**src/rtl/can_txmb_pkg.sv**
```systemverilog
package can_txmb_pkg;

   typedef enum logic [1:0] {
      ST_IDLE  = 2'd0,
      ST_OFFER = 2'd1,
      ST_BUSY  = 2'd2
   } eng_state_t;

   localparam int REG_CTRL  = 0;
   localparam int REG_STAT  = 1;
   localparam int REG_IEN   = 2;
   localparam int MBX_BASE  = 4;
   localparam int MBX_WORDS = 4;

   localparam int CTRL_ORDER_BIT = 0;
   localparam int CTRL_NORTX_BIT = 1;

   localparam int KEY_W = 31;

endpackage

```
**src/rtl/can_txmb_slot.sv**
```systemverilog
module can_txmb_slot #(
   parameter int RANK_W = 2
) (
   input  logic              clk,
   input  logic              rst_n,
   input  logic              wr_id,
   input  logic              wr_len,
   input  logic              wr_dlo,
   input  logic              wr_dhi,
   input  logic [31:0]       wdata,
   input  logic              self_rel,
   input  logic              any_rel,
   input  logic [RANK_W-1:0] rel_rank,
   input  logic [RANK_W-1:0] new_rank,
   output logic [30:0]       idw_q,
   output logic [3:0]        dlc_q,
   output logic [31:0]       dlo_q,
   output logic [31:0]       dhi_q,
   output logic              pend_q,
   output logic [RANK_W-1:0] rank_q
);

   logic take_id;
   assign take_id = wr_id && !pend_q;

   always_ff @(posedge clk) begin
      if (!rst_n) begin
         idw_q  <= '0;
         dlc_q  <= '0;
         dlo_q  <= '0;
         dhi_q  <= '0;
         pend_q <= 1'b0;
         rank_q <= '0;
      end else begin
         if (take_id) idw_q <= wdata[31:1];
         if (wr_len)  dlc_q <= wdata[3:0];
         if (wr_dlo)  dlo_q <= wdata;
         if (wr_dhi)  dhi_q <= wdata;
         if (take_id && wdata[0]) begin
            pend_q <= 1'b1;
            rank_q <= new_rank;
         end else if (self_rel) begin
            pend_q <= 1'b0;
         end else if (pend_q && any_rel && (rank_q > rel_rank)) begin
            rank_q <= rank_q - 1'b1;
         end
      end
   end

endmodule

```
**src/rtl/can_txmb_arb.sv**
```systemverilog
module can_txmb_arb #(
   parameter int N      = 3,
   parameter int RANK_W = 2,
   parameter int IDX_W  = 2
) (
   input  logic [N-1:0]             pend,
   input  logic [N-1:0][RANK_W-1:0] rank,
   input  logic [N-1:0][30:0]       key,
   input  logic                     order_mode,
   output logic [IDX_W-1:0]         win,
   output logic                     any
);

   logic [30:0] best;

   always_comb begin
      win  = '0;
      any  = 1'b0;
      best = '1;
      for (int i = 0; i < N; i++) begin
         if (pend[i]) begin
            if (order_mode) begin
               if (rank[i] == '0) win = IDX_W'(i);
            end else if (!any || (key[i] < best)) begin
               win  = IDX_W'(i);
               best = key[i];
            end
            any = 1'b1;
         end
      end
   end

endmodule

```
**src/rtl/can_txmb_stat.sv**
```systemverilog
module can_txmb_stat #(
   parameter int N     = 3,
   parameter int IDX_W = 2
) (
   input  logic             clk,
   input  logic             rst_n,
   input  logic             clr_we,
   input  logic [31:0]      clr_data,
   input  logic             ev_en,
   input  logic             ev_fail,
   input  logic [IDX_W-1:0] ev_idx,
   input  logic             ien,
   output logic [N-1:0]     cmpl_q,
   output logic [N-1:0]     fail_q,
   output logic             irq
);

   for (genvar n = 0; n < N; n++) begin : g_flag
      always_ff @(posedge clk) begin
         if (!rst_n) begin
            cmpl_q[n] <= 1'b0;
            fail_q[n] <= 1'b0;
         end else begin
            if (clr_we && clr_data[8*n])   cmpl_q[n] <= 1'b0;
            if (clr_we && clr_data[8*n+1]) fail_q[n] <= 1'b0;
            if (ev_en && (ev_idx == IDX_W'(n))) begin
               cmpl_q[n] <= 1'b1;
               fail_q[n] <= ev_fail;
            end
         end
      end
   end

   assign irq = ien && (|cmpl_q);

endmodule

```
**src/rtl/can_txmb_fsm.sv**
```systemverilog
module can_txmb_fsm
   import can_txmb_pkg::*;
#(
   parameter int IDX_W = 2
) (
   input  logic             clk,
   input  logic             rst_n,
   input  logic             any_pend,
   input  logic [IDX_W-1:0] win,
   input  logic             eng_grant,
   input  logic             eng_done,
   input  logic             eng_fail,
   input  logic             no_retx,
   output logic             eng_valid,
   output logic             busy,
   output logic [IDX_W-1:0] sel_q,
   output logic             ev_en,
   output logic             ev_fail
);

   eng_state_t state_q;

   always_ff @(posedge clk) begin
      if (!rst_n) begin
         state_q <= ST_IDLE;
         sel_q   <= '0;
      end else begin
         unique case (state_q)
            ST_IDLE: if (any_pend) begin
               sel_q   <= win;
               state_q <= ST_OFFER;
            end
            ST_OFFER: if (eng_grant) state_q <= ST_BUSY;
            ST_BUSY:  if (eng_done || eng_fail) state_q <= ST_IDLE;
            default:  state_q <= ST_IDLE;
         endcase
      end
   end

   assign eng_valid = (state_q == ST_OFFER);
   assign busy      = (state_q == ST_BUSY);
   assign ev_en     = busy && (eng_done || (eng_fail && no_retx));
   assign ev_fail   = eng_fail && !eng_done;

endmodule

```
**src/rtl/can_txmb_sched.sv**
```systemverilog
module can_txmb_sched
   import can_txmb_pkg::*;
#(
   parameter  int NUM_MBX = 3,
   parameter  int ADDR_W  = 4,
   localparam int IDX_W   = (NUM_MBX > 1) ? $clog2(NUM_MBX) : 1
) (
   input  logic              clk,
   input  logic              rst_n,
   input  logic              bus_we,
   input  logic [ADDR_W-1:0] bus_addr,
   input  logic [31:0]       bus_wdata,
   output logic [31:0]       bus_rdata,
   output logic              eng_valid,
   output logic [IDX_W-1:0]  eng_mbx,
   output logic [30:0]       eng_idw,
   output logic [3:0]        eng_dlc,
   output logic [63:0]       eng_data,
   input  logic              eng_grant,
   input  logic              eng_done,
   input  logic              eng_fail,
   output logic              tx_irq
);

   localparam int CNT_W    = $clog2(NUM_MBX + 1);
   localparam int RANK_W   = CNT_W;
   localparam int MAP_SIZE = MBX_BASE + MBX_WORDS * NUM_MBX;

   if (NUM_MBX < 1 || NUM_MBX > 4) begin : g_bad_count
      $error("NUM_MBX must be 1 to 4: status flags sit one byte apart");
   end
   if ((1 << ADDR_W) < MAP_SIZE) begin : g_bad_addr
      $error("ADDR_W too narrow for the register map");
   end

   logic                     order_q;
   logic                     noretx_q;
   logic                     ien_q;

   logic [NUM_MBX-1:0]              pend;
   logic [NUM_MBX-1:0][RANK_W-1:0]  rank;
   logic [NUM_MBX-1:0][30:0]        idw;
   logic [NUM_MBX-1:0][3:0]         dlc;
   logic [NUM_MBX-1:0][31:0]        dlo;
   logic [NUM_MBX-1:0][31:0]        dhi;
   logic [NUM_MBX-1:0]              cmpl;
   logic [NUM_MBX-1:0]              fail;

   logic [IDX_W-1:0]  win;
   logic              any_pend;
   logic              busy;
   logic [IDX_W-1:0]  sel_q;
   logic              ev_en;
   logic              ev_fail;
   logic [CNT_W-1:0]  pend_cnt;
   logic [RANK_W-1:0] new_rank;
   logic [RANK_W-1:0] rel_rank;
   logic              wr_stat;

   // control words
   always_ff @(posedge clk) begin
      if (!rst_n) begin
         order_q  <= 1'b0;
         noretx_q <= 1'b0;
         ien_q    <= 1'b0;
      end else if (bus_we) begin
         if (bus_addr == ADDR_W'(REG_CTRL)) begin
            order_q  <= bus_wdata[CTRL_ORDER_BIT];
            noretx_q <= bus_wdata[CTRL_NORTX_BIT];
         end
         if (bus_addr == ADDR_W'(REG_IEN)) ien_q <= bus_wdata[0];
      end
   end

   assign wr_stat = bus_we && (bus_addr == ADDR_W'(REG_STAT));

   // request-age bookkeeping: a new request ranks behind all still pending
   always_comb begin
      pend_cnt = '0;
      for (int i = 0; i < NUM_MBX; i++) pend_cnt = pend_cnt + CNT_W'(pend[i]);
   end
   assign new_rank = RANK_W'(pend_cnt) - RANK_W'(ev_en);
   assign rel_rank = rank[sel_q];

   for (genvar n = 0; n < NUM_MBX; n++) begin : g_mbx
      localparam int BASE = MBX_BASE + MBX_WORDS * n;
      logic wr_id, wr_len, wr_dlo, wr_dhi, self_rel;
      assign wr_id    = bus_we && (bus_addr == ADDR_W'(BASE));
      assign wr_len   = bus_we && (bus_addr == ADDR_W'(BASE + 1));
      assign wr_dlo   = bus_we && (bus_addr == ADDR_W'(BASE + 2));
      assign wr_dhi   = bus_we && (bus_addr == ADDR_W'(BASE + 3));
      assign self_rel = ev_en && (sel_q == IDX_W'(n));

      can_txmb_slot #(.RANK_W(RANK_W)) u_slot (
         .clk      (clk),
         .rst_n    (rst_n),
         .wr_id    (wr_id),
         .wr_len   (wr_len),
         .wr_dlo   (wr_dlo),
         .wr_dhi   (wr_dhi),
         .wdata    (bus_wdata),
         .self_rel (self_rel),
         .any_rel  (ev_en),
         .rel_rank (rel_rank),
         .new_rank (new_rank),
         .idw_q    (idw[n]),
         .dlc_q    (dlc[n]),
         .dlo_q    (dlo[n]),
         .dhi_q    (dhi[n]),
         .pend_q   (pend[n]),
         .rank_q   (rank[n])
      );
   end

   can_txmb_arb #(.N(NUM_MBX), .RANK_W(RANK_W), .IDX_W(IDX_W)) u_arb (
      .pend       (pend),
      .rank       (rank),
      .key        (idw),
      .order_mode (order_q),
      .win        (win),
      .any        (any_pend)
   );

   can_txmb_fsm #(.IDX_W(IDX_W)) u_fsm (
      .clk       (clk),
      .rst_n     (rst_n),
      .any_pend  (any_pend),
      .win       (win),
      .eng_grant (eng_grant),
      .eng_done  (eng_done),
      .eng_fail  (eng_fail),
      .no_retx   (noretx_q),
      .eng_valid (eng_valid),
      .busy      (busy),
      .sel_q     (sel_q),
      .ev_en     (ev_en),
      .ev_fail   (ev_fail)
   );

   can_txmb_stat #(.N(NUM_MBX), .IDX_W(IDX_W)) u_stat (
      .clk      (clk),
      .rst_n    (rst_n),
      .clr_we   (wr_stat),
      .clr_data (bus_wdata),
      .ev_en    (ev_en),
      .ev_fail  (ev_fail),
      .ev_idx   (sel_q),
      .ien      (ien_q),
      .cmpl_q   (cmpl),
      .fail_q   (fail),
      .irq      (tx_irq)
   );

   assign eng_mbx  = sel_q;
   assign eng_idw  = idw[sel_q];
   assign eng_dlc  = dlc[sel_q];
   assign eng_data = {dhi[sel_q], dlo[sel_q]};

   // register read mux
   always_comb begin
      bus_rdata = '0;
      if (bus_addr == ADDR_W'(REG_CTRL)) begin
         bus_rdata[CTRL_ORDER_BIT] = order_q;
         bus_rdata[CTRL_NORTX_BIT] = noretx_q;
      end else if (bus_addr == ADDR_W'(REG_STAT)) begin
         for (int n = 0; n < NUM_MBX; n++) begin
            bus_rdata[8*n]   = cmpl[n];
            bus_rdata[8*n+1] = fail[n];
         end
      end else if (bus_addr == ADDR_W'(REG_IEN)) begin
         bus_rdata[0] = ien_q;
      end else begin
         for (int n = 0; n < NUM_MBX; n++) begin
            if (bus_addr == ADDR_W'(MBX_BASE + MBX_WORDS * n))     bus_rdata = {idw[n], pend[n]};
            if (bus_addr == ADDR_W'(MBX_BASE + MBX_WORDS * n + 1)) bus_rdata = {28'd0, dlc[n]};
            if (bus_addr == ADDR_W'(MBX_BASE + MBX_WORDS * n + 2)) bus_rdata = dlo[n];
            if (bus_addr == ADDR_W'(MBX_BASE + MBX_WORDS * n + 3)) bus_rdata = dhi[n];
         end
      end
   end

endmodule

```
**config.mk**
```make
export PLATFORM = sky130hd
export DESIGN_NAME = can_txmb_sched
export DESIGN_NICKNAME = d
export VERILOG_FILES = /design/src/rtl/can_txmb_pkg.sv /design/src/rtl/can_txmb_slot.sv /design/src/rtl/can_txmb_arb.sv /design/src/rtl/can_txmb_stat.sv /design/src/rtl/can_txmb_fsm.sv /design/src/rtl/can_txmb_sched.sv
export SDC_FILE = /design/constraint.sdc
export NUM_CORES = 1
export LEC_CHECK = 0
export CORE_UTILIZATION = 45
export CTS_BUF_LIST = sky130_fd_sc_hd__clkbuf_16
export DETAILED_ROUTE_END_ITERATION = 10
export PLACE_DENSITY_LB_ADDON = 0.08
export SYNTH_ARGS = -nofsm -noshare
export SYNTH_HDL_FRONTEND = slang
export SYNTH_SLANG_ARGS = --single-unit
```
**constraint.sdc**
```tcl
create_clock -name clk -period 4.2 [get_ports clk]
set_clock_uncertainty 0.2 [all_clocks]
set_input_delay 1.05 -clock clk [delete_from_list [all_inputs] [get_ports clk]]
set_output_delay 1.05 -clock clk [all_outputs]
set_load 0.01 [all_outputs]
```
After elaboration in Yosys (flattened, before gate mapping)
Cells that the tools add are included.
Storage, ports and cells
  bits of input ports: 42
  output and inout bits: 135
  word-level logic and storage cells: 217
  register bits: 319
Operators by class
  add/subtract/negate cells: 6
  reductions and logical operators: 73
  equal/unequal tests: 24
  multiplexer cells: 79
  order comparisons: 6
Operators by type and width (number)
  $mux 32: 14
  $mux 31: 7
  $bmux 32 s2: 2
  $bmux 31 s2: 1
  $lt 31x31->1: 2
  $mux 2: 23
  $logic_and 1x1->1: 38
  $eq 4x4->1 const B: 8
  $mux 30: 1
  $mux 1: 24
  $reduce_bool 2->1: 12
  $eq 4x3->1 const B: 4
  $mux 14: 1
  $mux 6: 2
  $reduce_and 2->1: 6
  $bmux 4 s2: 1
  $logic_not 2->1: 4
  $ne 2x1->1 const B: 4
  $gt 2x2->1: 3
  $logic_not 1->1: 6
  $pmux 2 s3: 1
  $sub 2x1->2 const B: 3
  $bmux 2 s2: 1
  $eq 2x1->1 const B: 2
  13 further kinds: 18

Longest topological paths before layout
  depth in word-level cells: 16
  mapped depth: 22
  mapped depth without buffers: 19

By module
Synthesis repeated with hierarchy kept, for this count alone.
Second synthesis, totals
  cells, all modules: 2385
  area, all modules: 19911.6 sq um
Modules (own cells, without submodules)
  can_txmb_slot: cells each 378, area an instance 3873.7 sq um, times used 3, seq. area each 2042.0 sq um
  can_txmb_sched: cells each 949, area an instance 5774.3 sq um, times used 1, seq. area each 60.1 sq um
  can_txmb_arb: cells each 251, area an instance 2074.5 sq um, times used 1, seq. area each 0.0 sq um
  can_txmb_stat: cells each 29, area an instance 249.0 sq um, times used 1, seq. area each 120.1 sq um
  can_txmb_fsm: cells each 22, area an instance 192.7 sq um, times used 1, seq. area each 80.1 sq um

Worst setup path before layout
Ideal clock, no wire load.
  path type: register to register
  from: register order_q
  to: register u_fsm.sel_q[1]
  path buffers: 3
  data required time: 3881 ps
  path slack: -219 ps
  data arrival time: 4101 ps
  period minus slack after synthesis: 4419 ps
  stages on the path, launching flop included: 21
  library setup time: 119 ps
  cells stage by stage: dfxtp_1 -> buf_4 -> inv_1 -> nand2_1 -> clkbuf_1 -> nor2_1 -> ha_1 -> or4_1 -> a311oi_2 -> a21boi_1 -> o31ai_1 -> buf_2 -> o22a_1 -> nor2_1 -> ha_1 -> nand3_1 -> nor3_1 -> nand3_1 -> a2111oi_0 -> o311a_1 -> nor3_1
Between the ends
  longest elaborated chain between the ends: 12
RTL lines
  start, declared: line can_txmb_sched.sv:36  | logic order_q;
  start signal, assigned: line can_txmb_sched.sv:68  | order_q <= bus_wdata[CTRL_ORDER_BIT];
  $mux 31: line can_txmb_arb.sv:22  | if (order_mode) begin
  $mux 31: line can_txmb_arb.sv:21  | if (pend[i]) begin
  $lt 31x31->1: line can_txmb_arb.sv:24  | end else if (!any || (key[i] < best)) begin
  $logic_or 1x1->1: line can_txmb_arb.sv:24
  $mux 31: line can_txmb_arb.sv:24
  $mux 31: line can_txmb_arb.sv:22
  $mux 31: line can_txmb_arb.sv:21
  $lt 31x31->1: line can_txmb_arb.sv:24
  $logic_or 1x1->1: line can_txmb_arb.sv:24
  $mux 2: line can_txmb_arb.sv:24
  $mux 2 (*): line can_txmb_arb.sv:22
  $mux 2 (*): line can_txmb_arb.sv:21
  end signal, assigned: line can_txmb_fsm.sv:30  | sel_q <= win;
  end, declared: line can_txmb_fsm.sv:16  | output logic [IDX_W-1:0] sel_q,
Mark *: on every way between the ends. The rest lies on a longest branch, timed or not.
A chain may end at the register's enable or synchronous reset.

Worst setup path after layout
  from: register order_q
  to: register u_fsm.sel_q[0]
Between the ends
  longest elaborated chain between the ends: 12
  elaborated cells on any way between the ends: 16
  those cells by class: 2 x order compare; 12 x mux; 2 x reduce/logical
RTL lines (line)
  $mux 31: can_txmb_arb.sv:22
  $mux 31: can_txmb_arb.sv:21
  $lt 31x31->1: can_txmb_arb.sv:24
  $logic_or 1x1->1: can_txmb_arb.sv:24
  $mux 31: can_txmb_arb.sv:24
  $mux 31: can_txmb_arb.sv:22
  $mux 31: can_txmb_arb.sv:21
  $lt 31x31->1: can_txmb_arb.sv:24
  $logic_or 1x1->1: can_txmb_arb.sv:24
  $mux 2: can_txmb_arb.sv:24
  $mux 2: can_txmb_arb.sv:22
  $mux 2 (*): can_txmb_arb.sv:21
Marked as above.

==> results.md <==
- Status: finished with violations
- Violated checks: setup timing
- Main synth FF type: dfxtp_1
- # H-tree levels: 2
- Antenna violations before repair: 1
- Area of the multi-input gates: 10800 sq um
- Final nets: 2797
- Seq/Total Area, Yosys: 0.360
- Non-filler instance count after layout: 3228
- Rel. slew slack: 0.475
- Max_cap viols: 0
- Crit Path Class: register to register
- Ys Warns: 0
- Gate Count Post-Synth: 2458
- Finished Core Util: 0.594
- GRT Total Usage: 0.342
- Mapped cell area: 17700 sq um
- DRC: 0
- Register area: 6400 sq um
- CTS tree: done
- FMAX: 219 MHz
- Hold_ws: 270 ps
- Critical path origin: order_q$_SDFFE_PN0P_
- Initial DRC Count: 1656
- CTS buffer count: 37
- Final Slew Violations: 0
- Core area: 38700 sq um
- Pwr dens: 302 nW/um^2
- # setup viols final: 2
- Clock sinks: 319
- Setup TNS Final: -735 ps
- EDFF count, synth: 0
- Starting Density: 0.457
- Worst r2r src: order_q$_SDFFE_PN0P_
- Place WS: -676 ps
- Final WL: 70900 um
- Synth top area cells: dfxtp_1 (36%), nand2_1 (16%), a21oi_1 (10%)
- Post-Place Cell Area: 21100 sq um
- Top cell type's share of synthesized area: 0.360
- Drt pass-1 iters: 6
- Design area: 23000 sq um
- Row count: 72
- Tightest Hold Check Type: register to register
- Synth Register Bits: 319
- Largest net degree at the start of global routing: 115
- Routed len/inst: 22.0 um
- Vias in the first global route: 18200
- Critical path endpoint category: register
- DRT antenna net count: 0
- Most frequent cells after synthesis: nand2_1 (758), a21oi_1 (367), dfxtp_1 (319)
- Worst reg-to-reg setup slack: -370 ps
- Global placement routability congestion: 0.953
- Area Overhead vs Synth: 30.0%
- # IOs: 177
- # fillers: 3649
- # placed instances: 3139
- CP Data Required Time: 4430 ps
- DP HPWL: 47200 um
- Mean Syn Cell Area: 7.21 sq um
- Clk buf depth: 3
- Via density: 5.92
- PnR worst setup slack: -368 ps
- Syn_nets: 2571
- Vias: 19100
- First-pass GRT wire length: 107000 um
- Power, Total: 6.96 mW
- Clock-pin slew on the worst setup and hold paths: 60 ps
- Worst-Margin Slew: 784 ps
- Grt total ovfl: 0
- Die height: 200 um
- Leak Pwr: 8.56 nW
- Period utilisation layout: 1.09
- Worst setup endpoint: u_fsm.sel_q[0]$_SDFFE_PN0P_
- Critical path launch point type: register
- IO Port Bufs: 176
- Hold buffers post-CTS: 0
- Reg2Reg Depth: 23
- RR Endpoint: u_fsm.sel_q[0]$_SDFFE_PN0P_
- Share of layout cells above drive strength 1: 0.145
- RSZ-0062 raised after global routing: yes
- Netlist cell types: 64
- Peak VDD IR: 0.218 mV
- Arr. time, crit path: 4800 ps
- Final Critical Period: 4570 ps
- Post-synthesis async set-or-reset flop share: 0
- DIE WIDTH: 200 um
- CP Max Fanout: 8
- Top-count cell post-synth: nand2_1
- Worst-Skew Late Latency: 560 ps
- CTS root buf: clkbuf_16
- Post-synth top area cell: dfxtp_1
- Final hold violation count: 0
- Number of diodes: 0
- Full die area: 40200 sq um
[registers in the layout, indices dropped and copies added, names as in the netlist]
signal	count
g_mbx.u_slot.dlo_q	96
u_fsm.state_q	2
u_fsm.sel_q	2
noretx_q	1
ien_q	1
u_stat.fail_q	3
order_q	1
g_mbx.u_slot.rank_q	6
g_mbx.u_slot.idw_q	93
g_mbx.u_slot.pend_q	3
g_mbx.u_slot.dhi_q	96
g_mbx.u_slot.dlc_q	12
u_stat.cmpl_q	3
[cell type report]
type | count | share of cell area
Clock buffer | 39 | 0.0424
Clock inverter | 26 | 0.00886
Inverter | 19 | 0.00342
Multi-Input combinational cell | 1893 | 0.470
Sequential cell | 319 | 0.278
Tap cell | 518 | 0.0281
Timing Repair Buffer | 414 | 0.169
[routing by layer]
| layer | global-route usage | up-vias | wire length [um] |
|---|---|---|---|
| met2 | 0.543 | 913 | 31700 |
| met5 | 0 | - | 10 |
| li1 | - | 8900 | - |
| met1 | 0.457 | 9087 | 30000 |
| met3 | 0.0468 | 217 | 5760 |
| met4 | 0.169 | 2 | 3400 |
[cells by family (layout without fill, tap and decap cells)]
logic type | count (synthesis) | count (layout) | share of synthesized area
buffers and inverters | 246 | 498 | 0.0551
adders and majority gates | 71 | 71 | 0.0506
muxes | 140 | 140 | 0.0816
and+or+nand+nor | 980 | 980 | 0.221
AOI/OAI and AO/OA | 697 | 697 | 0.229
xor gates and xnor gates | 5 | 5 | 0.00247
DFF | 319 | 319 | 0.360
[cell usage in the layout (no fill, tap or decap), drive strengths merged, types with 9 or more instances in the layout]
| cell type | n |
|---|---|
| clkinv | 11 |
| o21ai | 145 |
| buf | 240 |
| a21oi | 367 |
| nor3 | 17 |
| clkdlybuf4s50 | 143 |
| nand2 | 758 |
| inv | 29 |
| dlygate4sd2 | 25 |
| clkbuf | 42 |
| nand3 | 17 |
| dfxtp | 319 |
| ha | 70 |
| nor2b | 9 |
| nor2 | 128 |
| a22oi | 63 |
| a221oi | 32 |
| mux2i | 132 |
| o22a | 31 |
[how the worst min path moves through the flow]
stage                                                 from                                     end  slack (ps)  cells after the start
floorplan            g_mbx[0].u_slot.dlo_q[1]$_SDFFE_PN0P_   g_mbx[0].u_slot.dlo_q[1]$_SDFFE_PN0P_         250                      2
global placement    g_mbx[1].u_slot.dlo_q[20]$_SDFFE_PN0P_  g_mbx[1].u_slot.dlo_q[20]$_SDFFE_PN0P_         250                      2
detailed placement   g_mbx[1].u_slot.dhi_q[4]$_SDFFE_PN0P_   g_mbx[1].u_slot.dhi_q[4]$_SDFFE_PN0P_         260                      2
CTS                  g_mbx[1].u_slot.dhi_q[4]$_SDFFE_PN0P_   g_mbx[1].u_slot.dhi_q[4]$_SDFFE_PN0P_         270                      2
global route         g_mbx[1].u_slot.dlo_q[5]$_SDFFE_PN0P_   g_mbx[1].u_slot.dlo_q[5]$_SDFFE_PN0P_         290                      2
finish               g_mbx[1].u_slot.dhi_q[4]$_SDFFE_PN0P_   g_mbx[1].u_slot.dhi_q[4]$_SDFFE_PN0P_         270                      2
[where the power goes]
part / internal, mW / switching (mW)
clock network: 1.86 / 1.35
registers: 3.06 / 0.0374
logic: 0.245 / 0.408
total: 5.17 / 1.79
[worst max-delay path: stages, from the launching register on]
cell      delay (ps)
dfxtp_2          330
inv_2             40
nand2_2           70
buf_12           150
nor2_1            50
ha_1             190
or4_4            520
a311oi_2         360
nand2_1          130
a221o_2          420
buf_12           160
buf_16           140
buf_4            120
o22a_1           200
nor2_2           120
ha_1             260
nand4_1           80
nor3_1            50
buf_4            150
nand3_4           80
o211ai_1         120
nor3_2           270
and3b_1          190
a21oi_1           50
[repair_timing]
action	in CTS	in global routing
hold endpoints to repair	0	0
cloned	2	1
resized for setup	102	63
pin swaps	37	39
setup buffers	15	6
endpoints found under the setup margin	34	26
Note: power is estimated with default switching activity, not from simulation.
